--- src/rtl/backoff_pkg.sv ---
package backoff_pkg;

  // Level after one finished pause: doubles until it passes the limit.
  function automatic int unsigned grow_level(input int unsigned cur, input int unsigned lim);
    if (cur > lim) return cur;
    return cur << 1;
  endfunction

  // Blocked cycles requested for a given level.
  function automatic int unsigned level_to_cycles(input int unsigned lvl, input int unsigned sh);
    return lvl << sh;
  endfunction

endpackage

--- src/rtl/backoff_level_reg.sv ---
module backoff_level_reg
  import backoff_pkg::*;
#(
  parameter int LIMIT = 4096,
  parameter int LVL_W = 14
) (
  input  logic             clk,
  input  logic             rst_n,
  input  logic             clear,
  input  logic             grow,
  output logic [LVL_W-1:0] level
);

  logic [LVL_W-1:0] level_next;

  always_comb begin
    level_next = level;
    if (clear)     level_next = LVL_W'(1);
    else if (grow) level_next = LVL_W'(grow_level(int'(level), LIMIT));
  end

  always_ff @(posedge clk) begin
    if (!rst_n) level <= LVL_W'(1);
    else        level <= level_next;
  end

  // growth doubles while at or below the limit
  a_r4_double: assert property (@(posedge clk) disable iff (!rst_n)
    (grow && !clear && int'(level) <= LIMIT) |=> int'(level) == 2 * int'($past(level)));
  // saturation above the limit
  a_r4_saturate: assert property (@(posedge clk) disable iff (!rst_n)
    (grow && !clear && int'(level) > LIMIT) |=> $stable(level));
  // clear returns level to one
  a_r7_clear_level: assert property (@(posedge clk) disable iff (!rst_n)
    clear |=> level == LVL_W'(1));
  // level never exceeds twice the limit and is never zero
  a_r4_bounds: assert property (@(posedge clk) disable iff (!rst_n)
    (int'(level) <= 2 * LIMIT) && (level != '0));

endmodule

--- src/rtl/backoff_pause_issuer.sv ---
module backoff_pause_issuer
  import backoff_pkg::*;
#(
  parameter int SHIFT = 7,
  parameter int LVL_W = 14,
  parameter int CYC_W = 21
) (
  input  logic             clk,
  input  logic             rst_n,
  input  logic             clear,
  input  logic             fail,
  input  logic             done,
  input  logic [LVL_W-1:0] level,
  output logic             grow,
  output logic             pause_valid,
  output logic [CYC_W-1:0] pause_cycles,
  output logic             busy
);

  logic accept_fail;
  logic finish_pause;

  assign accept_fail  = fail && !busy && !clear;
  assign finish_pause = done && busy && !clear;
  assign grow         = finish_pause;

  always_ff @(posedge clk) begin
    if (!rst_n) begin
      busy         <= 1'b0;
      pause_valid  <= 1'b0;
      pause_cycles <= '0;
    end else begin
      pause_valid <= accept_fail;
      if (clear)             busy <= 1'b0;
      else if (finish_pause) busy <= 1'b0;
      else if (accept_fail)  busy <= 1'b1;
      if (accept_fail)
        pause_cycles <= CYC_W'(level_to_cycles(int'(level), SHIFT));
    end
  end

  // an accepted failure issues a pause and raises busy
  a_r2_issue: assert property (@(posedge clk) disable iff (!rst_n)
    accept_fail |=> (pause_valid && busy));
  // the request is a single-cycle pulse
  a_r10_pulse: assert property (@(posedge clk) disable iff (!rst_n)
    pause_valid |=> !pause_valid);
  // the requested length is steady while waiting
  a_r5_stable: assert property (@(posedge clk) disable iff (!rst_n)
    (busy && !fail) |=> $stable(pause_cycles));
  // failure while busy raises no request
  a_r6_ignore: assert property (@(posedge clk) disable iff (!rst_n)
    (fail && busy) |=> !pause_valid);
  // clear drops busy
  a_r7_clear_busy: assert property (@(posedge clk) disable iff (!rst_n)
    clear |=> (!busy && !pause_valid));

endmodule

--- src/rtl/backoff_ctrl.sv ---
module backoff_ctrl #(
  parameter int LIMIT  = 4096,
  parameter int SHIFT  = 7,
  parameter bit ENABLE = 1'b1,
  localparam int LVL_W = $clog2(LIMIT) + 2,
  localparam int CYC_W = LVL_W + SHIFT
) (
  input  logic             clk,
  input  logic             rst_n,
  input  logic             op_start,
  input  logic             op_fail,
  input  logic             op_success,
  input  logic             pause_done,
  output logic             pause_valid,
  output logic [CYC_W-1:0] pause_cycles,
  output logic             busy
);

  generate
    if (ENABLE) begin : g_active
      logic             clear_evt;
      logic             grow_evt;
      logic [LVL_W-1:0] level;

      assign clear_evt = op_start || op_success;

      backoff_level_reg #(.LIMIT(LIMIT), .LVL_W(LVL_W)) u_level (
        .clk   (clk),
        .rst_n (rst_n),
        .clear (clear_evt),
        .grow  (grow_evt),
        .level (level)
      );

      backoff_pause_issuer #(.SHIFT(SHIFT), .LVL_W(LVL_W), .CYC_W(CYC_W)) u_issue (
        .clk          (clk),
        .rst_n        (rst_n),
        .clear        (clear_evt),
        .fail         (op_fail),
        .done         (pause_done),
        .level        (level),
        .grow         (grow_evt),
        .pause_valid  (pause_valid),
        .pause_cycles (pause_cycles),
        .busy         (busy)
      );

      // an issued length is always a whole multiple of the unit
      a_r3_unit_multiple: assert property (@(posedge clk) disable iff (!rst_n)
        pause_valid |-> (pause_cycles[SHIFT-1:0] == '0 && pause_cycles != '0));
    end else begin : g_off
      logic unused_inputs;
      assign unused_inputs = ^{clk, rst_n, op_start, op_fail, op_success, pause_done};
      assign pause_valid   = 1'b0;
      assign pause_cycles  = '0;
      assign busy          = 1'b0;
    end
  endgenerate

endmodule

--- config.mk ---
export PLATFORM = sky130hd
export DESIGN_NAME = backoff_ctrl
export DESIGN_NICKNAME = d
export VERILOG_FILES = /design/src/rtl/backoff_pkg.sv /design/src/rtl/backoff_level_reg.sv /design/src/rtl/backoff_pause_issuer.sv /design/src/rtl/backoff_ctrl.sv
export SDC_FILE = /design/constraint.sdc
export NUM_CORES = 1
export LEC_CHECK = 0
export ABC_AREA = 1
export BUFFER_PORTS_ARGS = -buffer_cell sky130_fd_sc_hd__clkbuf_2
export CAP_MARGIN = 25
export CORE_MARGIN = 2
export CORE_UTILIZATION = 50
export CTS_CLUSTER_SIZE = 12
export DETAILED_ROUTE_END_ITERATION = 8
export PLACE_DENSITY = 0.74
export SLEW_MARGIN = 10
export SYNTH_ARGS = -nofsm -noshare
export SYNTH_HDL_FRONTEND = slang
export SYNTH_SLANG_ARGS = --single-unit
--- constraint.sdc ---
create_clock -name clk -period 3.4 [get_ports clk]
set_clock_uncertainty 0.1 [all_clocks]
set_input_delay 0.34 -clock clk [delete_from_list [all_inputs] [get_ports clk]]
set_output_delay 0.34 -clock clk [all_outputs]
set_load 0.03 [all_outputs]
=== Word level (Yosys, flattened, before mapping) ===
Index checks and enable logic that the tools add are counted.

* Register bits: 30
* Input port bits: 6
* Output and inout port bits: 23
* Word-level logic and storage cells: 22

* Magnitude comparators: 1
* Equal/unequal tests: 1
* Mux-type cells: 5
* Bitwise operators: 1
* Reduce and logical (&&, ||, !) cells: 10

{| class="wikitable"
|+ Operators with widths
! operator !! number
|-
| $mux 14 || 2
|-
| $gt 14x13->1 const B || 1
|-
| $logic_and 1x1->1 || 4
|-
| $mux 1 || 3
|-
| $reduce_or 3->1 || 1
|-
| $logic_not 1->1 || 2
|-
| $ne 2x2->1 const B || 1
|-
| $reduce_and 2->1 || 1
|-
| $reduce_or 2->1 || 1
|-
| $logic_or 1x1->1 || 1
|-
| $not 1->1 || 1
|}

=== Longest topological paths before layout ===
Gate-level depths: netlist (run 1).

* Word-level depth: 7
* Depth in mapped cells: 9
* Depth with buffers taken out: 8

=== By module ===
Synthesis (run 1) repeated with hierarchy kept, for this count alone.

* Cells, all modules: 216
* Area total of the unflattened synthesis: 1468.9 um^2

{| class="wikitable"
|+ Modules (own cells, without submodules)
! module !! times used !! cells an instance !! area each (um^2) !! seq. area each (um^2)
|-
| backoff_pause_issuer || 1 || 108 || 732.0 || 320.3
|-
| backoff_level_reg || 1 || 105 || 725.7 || 280.3
|-
| backoff_ctrl || 1 || 3 || 11.3 || 0.0
|}

=== Worst setup path before layout (run 1) ===
OpenSTA, ideal clock, no wires.

* Path kind: reg-to-reg
* Start: register g_active.u_issue.busy
* End: register g_active.u_level.level[13]
* Setup time: 0.115 ns
* Arrival: 1.221 ns
* Data required time: 3.185 ns
* Setup slack: 1.964 ns
* Stages on the path, launching flop included: 7
* Path buffers: 1
* Clock period less this slack: 1.436 ns
* Cells stage by stage: dfxtp_1 nand2_1 nor2_4 clkbuf_8 nand3_1 nand2_1 nor2_1

* Cells in the longest elaborated chain, start to end: 3

{| class="wikitable"
|+ Ends and longest elaborated chain
! item !! line !! source
|-
| start: declaration || backoff_pause_issuer.sv:17 || <nowiki>output logic busy</nowiki>
|-
| start signal: assignment || backoff_pause_issuer.sv:29 || <nowiki>busy <= 1'b0;</nowiki>
|-
| start signal: assignment || backoff_pause_issuer.sv:34 || <nowiki>if (clear) busy <= 1'b0;</nowiki>
|-
| start signal: assignment || backoff_pause_issuer.sv:35 || <nowiki>else if (finish_pause) busy <= 1'b0;</nowiki>
|-
| $logic_and 1x1->1 (2 in a row) || backoff_pause_issuer.sv:24 || <nowiki>assign finish_pause = done && busy && !clear;</nowiki>
|-
| $reduce_and 2->1 (no source line) || -- ||
|-
| end signal: assignment || backoff_level_reg.sv:24 || <nowiki>else level <= level_next;</nowiki>
|-
| end: declaration || backoff_level_reg.sv:11 || <nowiki>output logic [LVL_W-1:0] level</nowiki>
|}

No other way between the ends.
A chain may end at the register's enable or synchronous reset.

=== Final worst setup path (run 1) ===
* Start: register g_active.u_issue.busy
* End: register g_active.u_issue.pause_cycles[16]

* Cells in the longest elaborated chain, start to end: 3

{| class="wikitable"
|+ Ends and longest elaborated chain
! item !! line !! source
|-
| $logic_not 1->1 || backoff_pause_issuer.sv:23 || <nowiki>assign accept_fail = fail && !busy && !clear;</nowiki>
|-
| $logic_and 1x1->1 (2 in a row) || backoff_pause_issuer.sv:23 ||
|-
| end signal: assignment || backoff_pause_issuer.sv:38 || <nowiki>pause_cycles <= CYC_W'(level_to_cycles(int'(level), SHIFT));</nowiki>
|-
| end: declaration || backoff_pause_issuer.sv:16 || <nowiki>output logic [CYC_W-1:0] pause_cycles,</nowiki>
|}

No other way between the ends.

==> results.md, run 1 <==
- Status: completed
- Initial antenna violation count: 0
- DR pass1 iterations: 4
- Row Count: 18
- Area Overhead vs Synth: 6.60%
- # clock sinks: 30
- Die outline width: 55.1 microns
- Relative slew slack: a little over half
- Sequential area share after synthesis: 45.9%
- Antenna Violating Nets Remaining: 0
- CTS tree: yes
- GRT Util Overall: between 10% and 20%
- Io pins: 29
- CP arrival: 1.67 ns
- Fin crit period: 1.52 ns
- Largest net degree at the start of global routing: 30
- Final Cycle Share: 44.6%
- Worst Path Required: 3.55 ns
- Via count: 1,099
- Max Slew Vio Count: 0
- CTS Hold Bufs: 0
- Reg area: approximately 600 sq um
- Peak VDD IR: 0.324 mV
- Leak pwr: 0.567 nW
- Power per Cell Area: 458 mW/mm^2
- Later-pin clock latency in the skew report: 0.32 ns
- Initial Util: 52.8%
- Avg Inst Size Synth: 7.69 sq um
- Post-route total power: 0.639 mW
- Post-layout nets: 194
- Switching power: 0.165 mW
- Net Sw Frac: about a quarter
- Comb pwr share: 9.3%
- Post_cts resized: 0
- CP Capture Type: register
- Initial DRC count: 19
- Clock buffers created by TritonCTS: 5
- Post-CTS setup buffers: 0
- Slew @ Worst Pin: around 0.71 ns
- Antenna diodes: 0
- Crit Path Class: register to register
- Max-cap violations: 0
- Residual DRC: 0
- FILL cells: 242
- Worst setup SP type: register
- Total gr overflow: 0
- Post-Synthesis Cells: 170
- Share of layout cells above drive strength 1: 20.1%
- First-pass GRT wire length: between 3 and 4 mm
- Crit Path Max Fanout: 29
- Dpl hpwl: 1.55 mm
- Clk slew on worst S/H paths: 0.09 ns
- Fmax achieved: between 0.6 and 0.7 GHz
- Max Root-Sink Buffers: 2
- Seq pwr share: between 50% and 60%
- GPL Wtd Cong: 0.729
- Synth warn: 0
- Hold Crit Class: input pin to register
- Die H: ~55 microns
- H-Tree Level Count: 2
- Routed len/inst: 10.7 microns
- Post-synth design cell area: 0.00131 sq mm
- Core area: 0.00248 sq mm
- Hold Vio Cnt, Final: 0
- IO Port Bufs: 21
- Int Power: 0.473 mW
- Routed WL: 2.35 mm
- Area of the multi-input gates: 523 sq um
- Die area: 0.00304 sq mm
- Clock root cell: clkbuf_4
- # setup viols final: 0
- Unrepaired setup endpoints after global routing: no
- Setup TNS: 0 ns
- Vias/cell: 5.02
- Synth unique cells: 21
- Vias in the first global route: 863
- Clock power frac: 33.8%
- Synth Register Bits: 30
==> final timing paths <==
path | startpoint | to | slack, ns | depth (start not counted)
worst min-delay path | op_fail | g_active.u_issue.pause_valid | 0.17 | 3
worst max-delay path | g_active.u_issue.busy | g_active.u_issue.pause_cycles[16] | 1.88 | 5
worst max register to register | g_active.u_issue.busy | g_active.u_issue.pause_cycles[16] | 1.88 | 5
worst min register to register | g_active.u_level.level[0] | g_active.u_level.level[0] | 0.38 | 2
==> cell type report <==
class	count	area share, %
multi-input combinational	112	37.5
sequential	30	43.1
clock buffer	7	3.95
timing repair buffer	21	7.54
inverter	18	4.85
tap	30	2.69
clock inverter	1	0.359
==> cell families after synthesis <==
| logic type | share of synthesized area, % |
|---|---|
| simple gates | 21.3 |
| compound gates | 16.7 |
| buf+inv | 15.8 |
| flops | 45.9 |
| other cells | 0.287 |
==> power groups by stage <==
stage | Sequential (mW) | Clock [mW] | Combinational, mW
finish | 0.364 | 0.216 | 0.0594
global route | 0.365 | 0.243 | 0.0658
CTS | 0.364 | 0.223 | 0.0596
detailed placement | 0.372 | 0 | 0.0594
global placement | 0.372 | 0 | 0.0582
floorplan | 0.388 | 0 | 0.0351
==> cells in the mapped netlist <==
| master | count | share of area, % |
|---|---|---|
| nand3_1 | 14 | 5.4 |
| nor2_1 | 21 | 6.0 |
| nand2_4 | 1 | 0.86 |
| buf_8 | 1 | 1.1 |
| nor2_2 | 3 | 1.4 |
| a21oi_2 | 2 | 1.3 |
| buf_12 | 1 | 1.5 |
| buf_2 | 3 | 1.1 |
| a21oi_1 | 25 | 9.6 |
| clkbuf_8 | 1 | 1.1 |
| dfxtp_1 | 30 | 46 |
| inv_1 | 16 | 4.6 |
| nand2_2 | 1 | 0.48 |
| conb_1 | 1 | 0.29 |
| clkbuf_1 | 1 | 0.29 |
| nand2_1 | 22 | 6.3 |
| inv_2 | 2 | 0.57 |
| o21ai_0 | 15 | 5.7 |
| buf_4 | 8 | 4.6 |
| nor2_4 | 1 | 0.86 |
| buf_6 | 1 | 0.86 |
==> per-layer routing <==
layer	part of all wire, %	GRT usage, %	vias up
met5	0	0	-
met4	2.8	12.2	0
met3	6.9	5.65	7
met2	45	27.8	37
met1	46	20.3	487
li1	-	-	568
==> layout by cell type (no fill, tap or decap) <==
cell and n:
nand2_2 1, nand3_1 14, nand2_4 1, inv_2 2
clkbuf_4 5, nand2_1 22, conb_1 7, nor2_1 21
clkbuf_2 21, o21ai_0 15, a21oi_2 2, nor2_2 3
clkinv_2 1, clkbuf_8 1, dfxtp_1 30, nor2_4 1
inv_1 16, clkbuf_1 1, a21oi_1 25
==> metrics by stage <==
| step | cell area [sq um] | instances | worst slack [ns] | hold WS, ns | util, % |
|---|---|---|---|---|---|
| 3_3_place_gp | 1330 | 211 | 1.78 | 0.353 | 53.8 |
| 4_1_cts | 1390 | 219 | 1.87 | 0.163 | 56.3 |
| 3_5_place_dp | 1330 | 211 | 1.69 | 0.369 | 53.8 |
| 2_1_floorplan | 1330 | 176 | 1.96 | 0.339 | - |
| 5_1_grt | 1390 | 219 | 1.69 | 0.166 | 56.3 |
| 6_report | 1390 | 219 | 1.88 | 0.168 | 56.3 |
==> critical path: stages (launching register included) <==
cell and delay (ns):
dfxtp_1 0.34, inv_1 0.06, nand3_1 0.08, inv_1 0.54
o21ai_0 0.19, a21oi_1 0.14
==> flip-flops by register name, summed over array words and instances, names as in the netlist <==
| signal | cells |
|---|---|
| g_active.u_issue.busy | 1 |
| g_active.u_issue.pause_cycles | 14 |
| g_active.u_level.level | 14 |
| g_active.u_issue.pause_valid | 1 |
No activity file was read; power rests on OpenSTA's default activity.
==> inputs of run 2 (changes only) <==
- ABC_AREA: 1 -> 0
- PLACE_DENSITY: 0.74 -> 0.75
- clock period: 3.4 -> 1.4 ns (I/O delays scaled with it)
==> run 2 against run 1 <==
Effect of this change: the run now ends with negative setup slack left; design area up 17%; synthesized area decreased by 8.5%; first-iteration DRC count up 11%; sequential share of layout area down 6.0 points; power grew to 2.6 times the previous value; final cell count shrank 6.4%; worst setup slack worse by 2.1 ns; synthesized cell count shrank 24%.
==> results.md, run 2 <==
- Via count: 1,108 (was 1,099)
- Fin Hold WS: 0.0520 ns (was 0.168 ns)
- Largest net degree at the start of global routing: 16 (was 30)
- Top cells by count, synth: 33 x nand2_1, 30 x dfxtp_1, 12 x a21boi_0, 7 x buf_4, 6 x a22o_1 (was 30 x dfxtp_1, 25 x a21oi_1, 22 x nand2_1, 21 x nor2_1, 16 x inv_1)
- Dpl cells: 194 (was 211)
- Final Cycle Share: 113% (was 44.6%)
- Initial antenna violation count: 0 (unchanged)
- FILL cells: 177 (was 242)
- Net Sw Frac: 22.2% (was 25.9%)
- PnR worst setup slack: -0.175 ns (was 1.88 ns)
- Crit Path Max Fanout: 5 (was 29)
- # clock sinks: 30 (unchanged)
- Critical path's slowest cell: nor3_1 (was inv_1)
- Die H: 52.9 microns (was 55.1 microns)
- GRT Util Overall: 24.4% (was 17.7%)
- Synth async-reset ratio: 0% (unchanged)
- Non-filler cells, final: 205 (was 219)
- Max Slew Vio Count: 0 (unchanged)
- CP Capture Type: register (unchanged)
- Share of layout cells above drive strength 1: 36.7% (was 20.1%)
- Post-synth top area share: 50.2% (was 45.9%)
- Status: finished, violations left (was completed)
- Clock root cell: clkbuf_4 (unchanged)
- Reg area: 607 sq um (was 601 sq um)
- Synth unique cells: 30 (was 21)
- DR pass1 iterations: 4 (unchanged)
- Routed WL: 3.10 mm (was 2.35 mm)
- Seq pwr share: 50.9% (was 56.9%)
- Routed len/inst: 15.1 microns (was 10.7 microns)
- Top Registers: g_active.u_issue.pause_cycles x14, g_active.u_level.level x14 (unchanged)
- CTS tree: yes (unchanged)
- GPL Wtd Cong: 0.798 (was 0.729)
- CP arrival: 1.70 ns (was 1.67 ns)
- Antenna Violating Nets Remaining: 0 (unchanged)
- Residual DRC: 0 (unchanged)
- Hold Vio Cnt, Final: 0 (unchanged)
- Max incr delay on CP: 0.36 ns (was 0.54 ns)
- Sequential area share after synthesis: 50.2% (was 45.9%)
- H-Tree Level Count: 2 (unchanged)
- Unrepaired setup endpoints after global routing: yes (was no)
- Peak VDD IR: 0.908 mV (was 0.324 mV)
- Post-route total power: 1.68 mW (was 0.639 mW)
- Area Overhead vs Synth: 36.7% (was 6.60%)
- Row Count: 17 (was 18)
- Hold Crit Class: input pin to register (unchanged)
- Dpl hpwl: 1.98 mm (was 1.55 mm)
- Die outline width: 52.9 microns (was 55.1 microns)
- # setup viols final: 12 (was 0)
- Power per Cell Area: 1030 mW/mm^2 (was 458 mW/mm^2)
- Commonest non-fill, non-tap cell in the layout: nand2_1 (was dfxtp_1)
- First-pass GRT wire length: 4.74 mm (was 3.60 mm)
- Synth warn: 0 (unchanged)
- Comb pwr share: 6.9% (was 9.3%)
- Initial DRC count: 21 (was 19)
- Violated checks: negative setup slack
- Post-synth design cell area: 0.00120 sq mm (was 0.00131 sq mm)
- Clock power frac: 42.2% (was 33.8%)
- Post-Synthesis Cells: 129 (was 170)
- Fmax achieved: 0.635 GHz (was 0.659 GHz)
- Worst setup SP type: register (unchanged)
- Post-layout nets: 183 (was 194)
- Later-pin clock latency in the skew report: 0.33 ns (was 0.32 ns)
- Fin crit period: 1.58 ns (was 1.52 ns)
- Synth Register Bits: 30 (unchanged)
- IO Port Bufs: 21 (unchanged)
- Worst-case reg-to-reg path depth: 4 (was 5)
- Critical path cell sequence: nor3_1 -> and4_4 -> o31ai_4 -> a22o_1 (was inv_1 -> nand3_1 -> inv_1 -> o21ai_0 -> a21oi_1)
- WHS Path Cells: 3 (unchanged)
- Area contributors post-synth: dfxtp_1 50%, nand2_1 10%, a21boi_0 7.5% (was dfxtp_1 46%, a21oi_1 9.6%, nand2_1 6.3%)
- Clock buffers created by TritonCTS: 5 (unchanged)
- Worst Path Required: 1.53 ns (was 3.55 ns)
- Count leader, synth: nand2_1 (was dfxtp_1)
- Most frequent cells in the layout: 33 x nand2_1, 27 x dfxtp_1, 22 x buf_4, 21 x clkbuf_2, 11 x a21boi_1 (was 30 x dfxtp_1, 25 x a21oi_1, 22 x nand2_1, 21 x nor2_1, 21 x clkbuf_2)
- Total gr overflow: 0 (unchanged)
- Vias/cell: 5.40 (was 5.02)
- Vias in the first global route: 1,077 (was 863)
- Switching power: 0.372 mW (was 0.165 mW)
- Clk slew on worst S/H paths: 0.09 ns (about the same)
- Core area: 0.00223 sq mm (was 0.00248 sq mm)
- Max Root-Sink Buffers: 2 (unchanged)
- Crit Path Class: register to register (unchanged)
- Area of the multi-input gates: 609 sq um (was 523 sq um)
- Int Power: 1.31 mW (was 0.473 mW)
- Setup TNS: -1.59 ns (was 0 ns)
- Max-cap violations: 0 (unchanged)
- Largest area contributor in the netlist: dfxtp_1 (unchanged)
- Antenna diodes: 0 (unchanged)
- Io pins: 29 (unchanged)
- Avg Inst Size Synth: 9.27 sq um (was 7.69 sq um)
- Die area: 0.00280 sq mm (was 0.00304 sq mm)
- Post-synth EDFFs: 0 (unchanged)
- Initial Util: 53.6% (was 52.8%)
- Main synth FF type: dfxtp_1 (unchanged)
- Leak pwr: 0.682 nW (was 0.567 nW)
- Final core occ: 73.2% (was 56.3%)
[run 2: timing repair]
action,in CTS,in global routing
hold buffers,1,0
hold endpoints to repair,1,0
pin swaps,3,1
gates resized for setup,4,9
endpoints found under the setup margin,11,17
setup buffers,1,0
gates cloned,1,1
[run 2: path summary, 6_finish.rpt]
check | start | endpoint | slack [ns]
setup / recovery | g_active.u_level.level[3] | g_active.u_level.level[7] | -0.18
hold / removal | op_start | g_active.u_level.level[0] | 0.05
setup reg to reg | g_active.u_level.level[3] | g_active.u_level.level[7] | -0.18
hold reg to reg | g_active.u_issue.pause_cycles[18] | g_active.u_issue.pause_cycles[18] | 0.36
[run 2: routing by layer]
metal  wire length, microns  GRT usage, %  vias up
met3                    125          7.34       13
met1                   1220          23.9      527
met5                      0             0        -
met2                   1640          44.4       28
met4                    108          14.5        0
li1                       -             -      540
[run 2: kinds of logic after synthesis]
kind of cell    synth area share [%]
flops                           50.2
simple gates                    22.3
compound gates                  20.9
buf+inv                         6.28
other cells                    0.314
[run 2: worst max-delay path, delay by kind of cell, from the launching register on]
kind	cells	cell delay, ns
and+or+nand+nor	2	0.70
DFF	1	0.32
AOI/OAI and AO/OA	2	0.35
[run 2: final cells by class]
class                   count  area share, %
multi-input cells          94           37.3
flip-flops and latches     30           37.1
repair buffers             46           18.5
clock buffers               6           3.14
well taps                  28           2.14
clock inverters             1           1.84
[run 2: power by group through the flow]
| stage | Combinational (mW) | Clock, mW | Sequential (mW) |
|---|---|---|---|
| 2_1_floorplan | 0.0771 | 0 | 0.882 |
| 3_3_place_gp | 0.0984 | 0 | 0.875 |
| 3_5_place_dp | 0.100 | 0 | 0.876 |
| 4_1_cts | 0.105 | 0.712 | 0.856 |
| 5_1_grt | 0.124 | 0.733 | 0.856 |
| 6_report | 0.116 | 0.709 | 0.856 |
[run 2: through the flow]
step	setup WS [ns]	cell area [sq um]
6_report	-0.175	1640
5_1_grt	-0.199	1640
4_1_cts	-0.0958	1600
3_5_place_dp	-0.175	1470
3_3_place_gp	-0.122	1470
2_1_floorplan	-0.0177	1250
